`config.mk`:
```
export PLATFORM = sky130hd
export DESIGN_NAME = spi_sck_gen
export DESIGN_NICKNAME = d
export VERILOG_FILES = /design/src/rtl/spi_sck_gen.sv
export SDC_FILE = /design/constraint.sdc
export NUM_CORES = 1
export LEC_CHECK = 0
export BUFFER_PORTS_ARGS = -buffer_cell sky130_fd_sc_hd__buf_2
export CAP_MARGIN = 20
export CORE_ASPECT_RATIO = 0.7
export CORE_MARGIN = 5
export CORE_UTILIZATION = 48
export CTS_CLUSTER_SIZE = 16
export DETAILED_ROUTE_END_ITERATION = 8
export PLACE_DENSITY_LB_ADDON = 0.1
export SLEW_MARGIN = 20
export SYNTH_ARGS = -nofsm -noshare
export SYNTH_HDL_FRONTEND = slang
export SYNTH_SLANG_ARGS = --single-unit
```
`constraint.sdc`:
```
create_clock -name clk -period 3.6 [get_ports clk]
set_input_delay 0.72 -clock clk [delete_from_list [all_inputs] [get_ports clk]]
set_output_delay 0.72 -clock clk [all_outputs]
set_load 0.03 [all_outputs]
```
`src/rtl/spi_sck_gen.sv`:
```
module spi_sck_gen #(
  parameter int FIELD_W = 6
) (
  input  logic        clk,
  input  logic        rst_n,
  input  logic        gen_en,
  input  logic        xfer_busy,
  input  logic        cfg_we,
  input  logic [31:0] cfg_wdata,
  output logic [31:0] cfg_rdata,
  output logic        sck,
  output logic        sck_rise,
  output logic        sck_fall
);
  localparam int REG_W   = 32;
  localparam int FLD_TOP = 3 * FIELD_W;
  localparam logic [REG_W-1:0] KEEP_MASK =
    {1'b1, {(REG_W-1-FLD_TOP){1'b0}}, {FLD_TOP{1'b1}}};

  logic [REG_W-1:0]   cfg_q;
  logic [FIELD_W-1:0] cnt_q, lo_cnt, hi_cnt, div_n, last_cnt;
  logic               restart, hit_lo, hit_hi, sck_nxt;

  assign lo_cnt   = cfg_q[FIELD_W-1:0];
  assign hi_cnt   = cfg_q[2*FIELD_W-1:FIELD_W];
  assign div_n    = cfg_q[FLD_TOP-1:2*FIELD_W];
  assign last_cnt = (div_n == '0) ? FIELD_W'(1) : div_n;

  assign restart  = !gen_en || (cfg_we && !xfer_busy);
  assign hit_lo   = (cnt_q == lo_cnt);
  assign hit_hi   = (cnt_q == hi_cnt) && !hit_lo;
  assign sck_nxt  = hit_lo ? 1'b0 : (hit_hi ? 1'b1 : sck);

  assign cfg_rdata = cfg_q;

  always_ff @(posedge clk) begin
    if (!rst_n) begin
      cfg_q    <= '0;
      cnt_q    <= '0;
      sck      <= 1'b0;
      sck_rise <= 1'b0;
      sck_fall <= 1'b0;
    end else begin
      if (cfg_we) cfg_q <= cfg_wdata & KEEP_MASK;
      if (restart) begin
        cnt_q    <= '0;
        sck      <= 1'b0;
        sck_rise <= 1'b0;
        sck_fall <= 1'b0;
      end else begin
        cnt_q    <= (cnt_q >= last_cnt) ? '0 : cnt_q + 1'b1;
        sck      <= sck_nxt;
        sck_rise <= sck_nxt && !sck;
        sck_fall <= !sck_nxt && sck;
      end
    end
  end

  // wrap at the end of the period
  p_wrap_r1: assert property (@(posedge clk) disable iff (!rst_n)
    (gen_en && !cfg_we && cnt_q >= last_cnt) |=> (cnt_q == '0));

  p_low_wins_r2: assert property (@(posedge clk) disable iff (!rst_n)
    (cnt_q == lo_cnt) |=> !sck);

  p_rise_edge_r3: assert property (@(posedge clk) disable iff (!rst_n)
    sck_rise |-> (sck && !$past(sck)));

  p_fall_edge_r3: assert property (@(posedge clk) disable iff (!rst_n)
    sck_fall |-> (!sck && $past(sck)));

  p_tick_excl_r3: assert property (@(posedge clk) disable iff (!rst_n)
    !(sck_rise && sck_fall));

  p_idle_write_r5: assert property (@(posedge clk) disable iff (!rst_n)
    (cfg_we && !xfer_busy) |=> (cnt_q == '0 && !sck && !sck_rise && !sck_fall));

  p_off_quiet_r7: assert property (@(posedge clk) disable iff (!rst_n)
    !gen_en |=> (!sck && !sck_rise && !sck_fall));

  p_readback_r8: assert property (@(posedge clk) disable iff (!rst_n)
    cfg_we |=> (cfg_rdata == ($past(cfg_wdata) & KEEP_MASK)));
endmodule

```
==> results of run 1 <==
==> per-stage QoR <==
step / util [%] / power (mW) / cells / area (um^2) / hold WS (ns)
5_1_grt: 59.02 / 0.6971 / 224 / 1678 / 0.5478
3_5_place_dp: 57.09 / 0.4804 / 220 / 1623 / 0.5022
4_1_cts: 59.02 / 0.6698 / 224 / 1678 / 0.5279
6_report: 59.02 / 0.6594 / 224 / 1678 / 0.5253
3_3_place_gp: 57.09 / 0.4764 / 220 / 1623 / 0.4914
2_1_floorplan: - / 0.4552 / 158 / 1490 / 0.4735
==> worst min-delay path by stage <==
| stage | startpoint | endpoint | depth (start not counted) |
|---|---|---|---|
| 2_1_floorplan | cnt_q[0] | cnt_q[0] | 1 |
| 3_3_place_gp | cfg_rdata[31] | cfg_rdata[31] | 2 |
| 3_5_place_dp | cfg_rdata[31] | cfg_rdata[31] | 2 |
| 4_1_cts | cfg_rdata[31] | cfg_rdata[31] | 2 |
| 5_1_grt | sck | sck_fall | 1 |
| 6_report | cfg_rdata[31] | cfg_rdata[31] | 2 |
==> routing by layer <==
metal / up-vias / global-route usage, %
met5: - / 0
met3: 3 / 4.332
met2: 41 / 20.91
met4: 0 / 3.242
met1: 474 / 17.56
li1: 531 / -
==> Yosys cell counts (2+ instances only) <==
cell and n:
mux2i_1 19, inv_1 9, buf_4 13, dfxtp_1 28, nor3_1 2, ha_1 7
nor2_1 8, xnor2_1 6, buf_6 2, xor2_1 9, nand3_1 2, nor2b_1 19
o2111ai_1 2, clkbuf_1 2, nand2_1 3
==> logic make-up after synthesis <==
group / after synthesis / share of synthesized area [%]
and+or+nand+nor: 39 / 15.41
DFF: 28 / 38.79
buffers and inverters: 28 / 11.86
muxes: 19 / 13.16
xor gates and xnor gates: 16 / 10.22
AOI/OAI and AO/OA: 8 / 4.243
adders and majority gates: 7 / 6.060
other: 1 / 0.2595
==> critical path: cells and delay by family (launching register included) <==
| family | cells | cell delay [ns] |
|---|---|---|
| AO/OA/AOI/OAI | 3 | 0.76 |
| flip-flops | 1 | 0.39 |
| AND/OR/NAND/NOR | 3 | 0.39 |
| adder cells (fa/ha/maj) | 1 | 0.26 |
==> state kept, by name (all words and copies together), names as in the netlist <==
register / cells
sck: 1
sck_rise: 1
cnt_q: 6
cfg_rdata: 19
sck_fall: 1
==> final cells by class <==
cell class	instances	area, um^2
clock buffer	4	55.05
fill	263	1165
inverter	9	33.78
sequential	28	560.5
multi-input combinational	102	758.2
tap	36	45.04
timing repair buffer	45	225.2
==> report_power, final <==
part           internal, mW  switching [mW]  total [mW]
sequential            0.324          0.0142       0.339
combinational        0.0506          0.0828       0.133
clock                0.0978          0.0896       0.187
==> placed cells by master, fill, tap and decap left out, drive strengths merged <==
cell and instances:
buf 45, nand2 3, and4 1, nor3 2, nor4 1, inv 9
conb 13, a21o 1, nor2 8, a31o 1, and3b 1, ha 7
nand2b 1, a211oi 1, a21boi 1, o2111ai 2, clkbuf 4, mux2i 19
xnor2 6, nand4 1, dfxtp 28, a21oi 1, xor2 10, o21a 1
nand3 2, nor2b 19
==> reports/metrics.yaml, run 1 <==
status: "finished clean"
min_period_over_period_pct: 51.91
finalMaxSlewViolations: 0
syn_to_final_growth_pct: 16.10
htree_num_levels: 1
place_congestion: 0.8739
cp-startpoint: "cfg_rdata[14]"
routed_via_density: 4.683
irDropWorstVdd_mv: 0.2334
grt_first_pass_wirelength_um: 4388
post-place-ws_ns: 1.613
start_util_pct: 50.84
crit_end: "cnt_q[2]"
hold_path_class: "reg -> reg"
routedWlPerCell_um: 12.23
end_kind: "flop"
antenna_cells: 0
r2r_cells: 7
insertion_delay_ns: 0.27
syn_inst: 146
dr_total_vias: 1049
grt_max_degree: 21
cp.required_ns: 3.81
fmax_ghz: 0.5351
fin_ws_ns: 1.731
worstMarginPinSlew_ns: 0.5863
cap_violations: 0
crit_fanout: 6
grt_overflow: 0
synth.ff_latch_count: 28
maxUsedRoutingLayer: "met4"
slew_headroom_pct: 60.91
synth_top_area_share_pct: 38.79
ant_nets: 0
routed_wl_um: 2740
finalSetupViolations: 0
track_usage_pct: 13.35
clock_sinks: 28
crit_arrival_ns: 2.07
dieWidth_um: 75.58
antenna_found_initial: 0
wl_met1_um: 1213
grt_pass1_vias: 969
skew_ns: 0.003075
cts_made_buffers: 3
yosys-top-cells-area: "dfxtp_1 39%, mux2i_1 13%, nor2b_1 8.2%"
power.density_mw_per_mm2: 393.0
cts_tree: "yes"
path_cells: "nor3_1 > a31o_2 > ha_1 > nand2b_1 > a211oi_1 > o2111ai_1 > nor2_1"
clkTransAtPathRegs_ns: 0.09
hold_viol_final: 0
seq_area_frac_synth_pct: 38.79
wl_met2_um: 1240
postCtsSetupBuffers: 0
synth_top_cell_by_area: "dfxtp_1"
ios: 72
critPathKind: "reg -> reg"
cts_hold_buf: 0
rsz0062_at_grt: "false"
cts_root_buf: "clkbuf_8"
final_nets: 233
fin_tns_setup_ns: 0
synth-edff-count: 0
drt_iter0_drc: 14
synth_top_flop_cell: "dfxtp_1"
rr_endpoint: "cnt_q[2]"
drive_gt1_share_pct: 27.66
period_needed_ns: 1.869
core_area_mm2: 0.002843
postCtsResizedCells: 0
drtPass1Iterations: 4
reg2reg_from: "cfg_rdata[14]"
met3_wirelength_um: 269
die_h_um: 55.91
crit_slowest_cell: "dfxtp_1"
syn_avg_cell_area_um2: 9.898
dieArea_mm2: 0.004225
io_buffers: 45
synth.distinct_cells: 30
rrSetupSlack_ns: 1.73
max_stage_delay_ns: 0.39
leakage_nw: 0.8555
cts_buffer_depth: 2
fp-row-count: 16
async_flop_share_pct: 0
syn_area_mm2: 0.001445
startpoint_type: "flop"
dp_hpwl_um: 2199
yosys_warnings: 0
drc: 0
Power figures use the tool's default switching activity.
==> run 2: changes to the inputs <==
ABC_AREA = 1   (was default)
CORE_UTILIZATION = 46   (was 48)
clock period = 1.9 ns   (was 3.6 ns; I/O delays follow)
==> reports/metrics.yaml, run 2 <==
rsz0062_at_grt: "false"  # unchanged
dieWidth_um: 78.32  # was 75.58 um
async_flop_share_pct: 0  # unchanged
fp-row-count: 17  # was 16
fin_tns_setup_ns: 0  # unchanged
clkTransAtPathRegs_ns: 0.10  # was 0.09 ns
htree_num_levels: 1  # unchanged
die_h_um: 57.82  # was 55.91 um
critical_path_buf_inv_count: 1  # was 0
syn_inst: 195  # was 146
syn_avg_cell_area_um2: 7.706  # was 9.898 um^2
routedWlPerCell_um: 11.32  # was 12.23 um
track_usage_pct: 14.58  # was 13.35%
netSwitchingFraction_pct: 29.45  # was 28.31%
layout_common_cells: "45 x buf_2, 31 x nand2_1, 28 x dfxtp_1, 22 x inv_1"  # was 45 x buf_2, 28 x dfxtp_1, 19 x mux2i_1, 19 x nor2b_1, 13 x conb_1
synth.distinct_cells: 27  # was 30
drive_gt1_share_pct: 34.02  # was 27.66%
dieArea_mm2: 0.004528  # was 0.004225 mm^2
fillCellCount: 305  # was 263
insertion_delay_ns: 0.28  # was 0.27 ns
syn_to_final_growth_pct: 19.32  # was 16.10%
max_stage_delay_ns: 0.34  # was 0.39 ns
start_util_pct: 47.73  # was 50.84%
total_power_mw: 1.410  # was 0.6594 mW
postCtsResizedCells: 0  # unchanged
grt_pass1_vias: 1156  # was 969
p_comb_share_pct: 21.2  # was 20.2%
p_sw_mw: 0.4151  # was 0.1867 mW
grt_first_pass_wirelength_um: 5285  # was 4388 um
status: "finished clean"  # unchanged
hold_path_class: "in -> reg"  # was reg -> reg
finalMaxSlewViolations: 0  # unchanged
fin_ws_ns: 0.2940  # was 1.731 ns
irDropWorstVdd_mv: 0.5337  # was 0.2334 mV
yosys-top-cells-area: "dfxtp_1 37%, nand2_1 7.7%, buf_4 6.5%"  # was dfxtp_1 39%, mux2i_1 13%, nor2b_1 8.2%
synth.ff_latch_count: 28  # unchanged
yosys_warnings: 0  # unchanged
postCtsSetupBuffers: 0  # unchanged
synth_top_flop_cell: "dfxtp_1"  # unchanged
critical-path-top-delay-family: "simple AND/OR/NAND/NOR gates"  # was compound AO/OA/AOI/OAI gates
core_area_mm2: 0.003148  # was 0.002843 mm^2
synthTopCellsByCount: "31 x nand2_1, 28 x dfxtp_1, 22 x inv_1, 17 x a21oi_1, 17 x o21ai_1"  # was 28 x dfxtp_1, 19 x mux2i_1, 19 x nor2b_1, 13 x buf_4
cts_buffer_depth: 2  # unchanged
skew_ns: 0.004472  # was 0.003075 ns
dp_hpwl_um: 2506  # was 2199 um
cts_tree: "yes"  # unchanged
synth_most_common_cell: "nand2_1"  # was dfxtp_1
drtPass1Iterations: 2  # was 4
largest_reg_flops: 19  # unchanged
crit_arrival_ns: 1.82  # was 2.07 ns
fmax_ghz: 0.6227  # was 0.5351 GHz
antenna_found_initial: 0  # unchanged
path_cells: "nor3_1 > a31o_2 > ha_1 > inv_1 > a21boi_0 > o21ai_2 > nand4_4 > nor2_1"  # was nor3_1 > a31o_2 > ha_1 > nand2b_1 > a211oi_1 > o2111ai_1 > nor2_1
clock_sinks: 28  # unchanged
syn_area_mm2: 0.001503  # was 0.001445 mm^2
cts_hold_buf: 0  # unchanged
place_congestion: 0.7556  # was 0.8739
slew_headroom_pct: 62.98  # was 60.91%
min_period_over_period_pct: 84.52  # was 51.91%
final_nets: 286  # was 233
routed_via_density: 4.566  # was 4.683
crit_slowest_cell: "dfxtp_1"  # unchanged
end_kind: "flop"  # unchanged
drt_iter0_drc: 47  # was 14
layout_commonest_cell: "buf_2"  # unchanged
crit_fanout: 6  # unchanged
ios: 72  # unchanged
synth_top_area_share_pct: 37.30  # was 38.79%
cts_made_buffers: 3  # unchanged
p_clk_share_pct: 33.2  # was 28.4%
power.density_mw_per_mm2: 786.1  # was 393.0 mW/mm^2
grt_overflow: 0  # unchanged
routed_wl_um: 3158  # was 2740 um
antenna_cells: 0  # unchanged
period_needed_ns: 1.606  # was 1.869 ns
p_int_mw: 0.9944  # was 0.4728 mW
cp.required_ns: 2.12  # was 3.81 ns
finalSetupViolations: 0  # unchanged
grt_max_degree: 36  # was 21
power_frac_seq_pct: 45.6  # was 51.3%
worstMarginPinSlew_ns: 0.5545  # was 0.5863 ns
leakage_nw: 0.8758  # was 0.8555 nW
cap_violations: 0  # unchanged
post-place-ws_ns: 0.3406  # was 1.613 ns
hold_viol_final: 0  # unchanged
startpoint_type: "flop"  # unchanged
ant_nets: 0  # unchanged
drc: 0  # unchanged
synth_top_cell_by_area: "dfxtp_1"  # unchanged
seq_area_frac_synth_pct: 37.30  # was 38.79%
cts_root_buf: "clkbuf_8"  # unchanged
io_buffers: 45  # unchanged
critPathKind: "reg -> reg"  # unchanged
dr_total_vias: 1274  # was 1049
synth-edff-count: 0  # unchanged
## run 2: final cells by class
type / instances / area (um^2) / share of cell area, %
repair buffers: 48 / 247.7 / 13.82
clock buffers: 3 / 41.29 / 2.303
clock inverters: 1 / 30.03 / 1.675
inverters: 29 / 108.9 / 6.071
well taps: 38 / 47.55 / 2.652
multi-input cells: 132 / 757.0 / 42.22
flip-flops and latches: 28 / 560.5 / 31.26
## run 2: final timing paths
| check | startpoint | end | slack (ns) | cells after the start |
|---|---|---|---|---|
| setup / recovery | cfg_rdata[15] | cnt_q[5] | 0.29 | 8 |
| hold / removal | cfg_wdata[6] | cfg_rdata[6] | 0.33 | 3 |
| setup reg to reg | cfg_rdata[15] | cnt_q[5] | 0.29 | 8 |
| hold reg to reg | sck | sck_rise | 0.46 | 1 |
## run 2: routing by layer
layer	vias up	track usage, %	part of all wire (%)
met5	-	0	0
met4	0	2.244	0.35
met3	2	4.969	6.8
met2	38	20.98	38
met1	545	21.37	54
li1	689	-	-
## run 2: tightest hold or removal path, cell delays in order
cell    delay [ns]
buf_2         0.07
nor2_1        0.03
nor2_1        0.08
## run 2: logic make-up after synthesis
logic type / count (synthesis) / share of synthesized area (%)
other cells: 1 / 0.2496
xor+xnor: 4 / 2.332
flops: 28 / 37.30
simple gates: 64 / 23.40
fa+ha+maj: 7 / 5.828
buf+inv: 47 / 15.32
compound gates: 44 / 15.57
## run 2: stage by stage
| step | std cells | utilization (%) | hold WS [ns] | instance area (um^2) |
|---|---|---|---|---|
| after floorplan | 207 | - | 0.4716 | 1548 |
| after global placement | 275 | 54.69 | 0.4401 | 1722 |
| after detailed placement | 275 | 54.69 | 0.4422 | 1722 |
| after CTS | 279 | 56.96 | 0.3201 | 1793 |
| after global routing | 279 | 56.96 | 0.3193 | 1793 |
| final | 279 | 56.96 | 0.3263 | 1793 |
## run 2: power groups by stage
stage | clock network [mW] | registers, mW | logic [mW]
2_1_floorplan | 0 | 0.712 | 0.184
3_3_place_gp | 0 | 0.655 | 0.300
3_5_place_dp | 0 | 0.655 | 0.300
4_1_cts | 0.484 | 0.643 | 0.301
5_1_grt | 0.503 | 0.648 | 0.329
6_report | 0.468 | 0.642 | 0.299
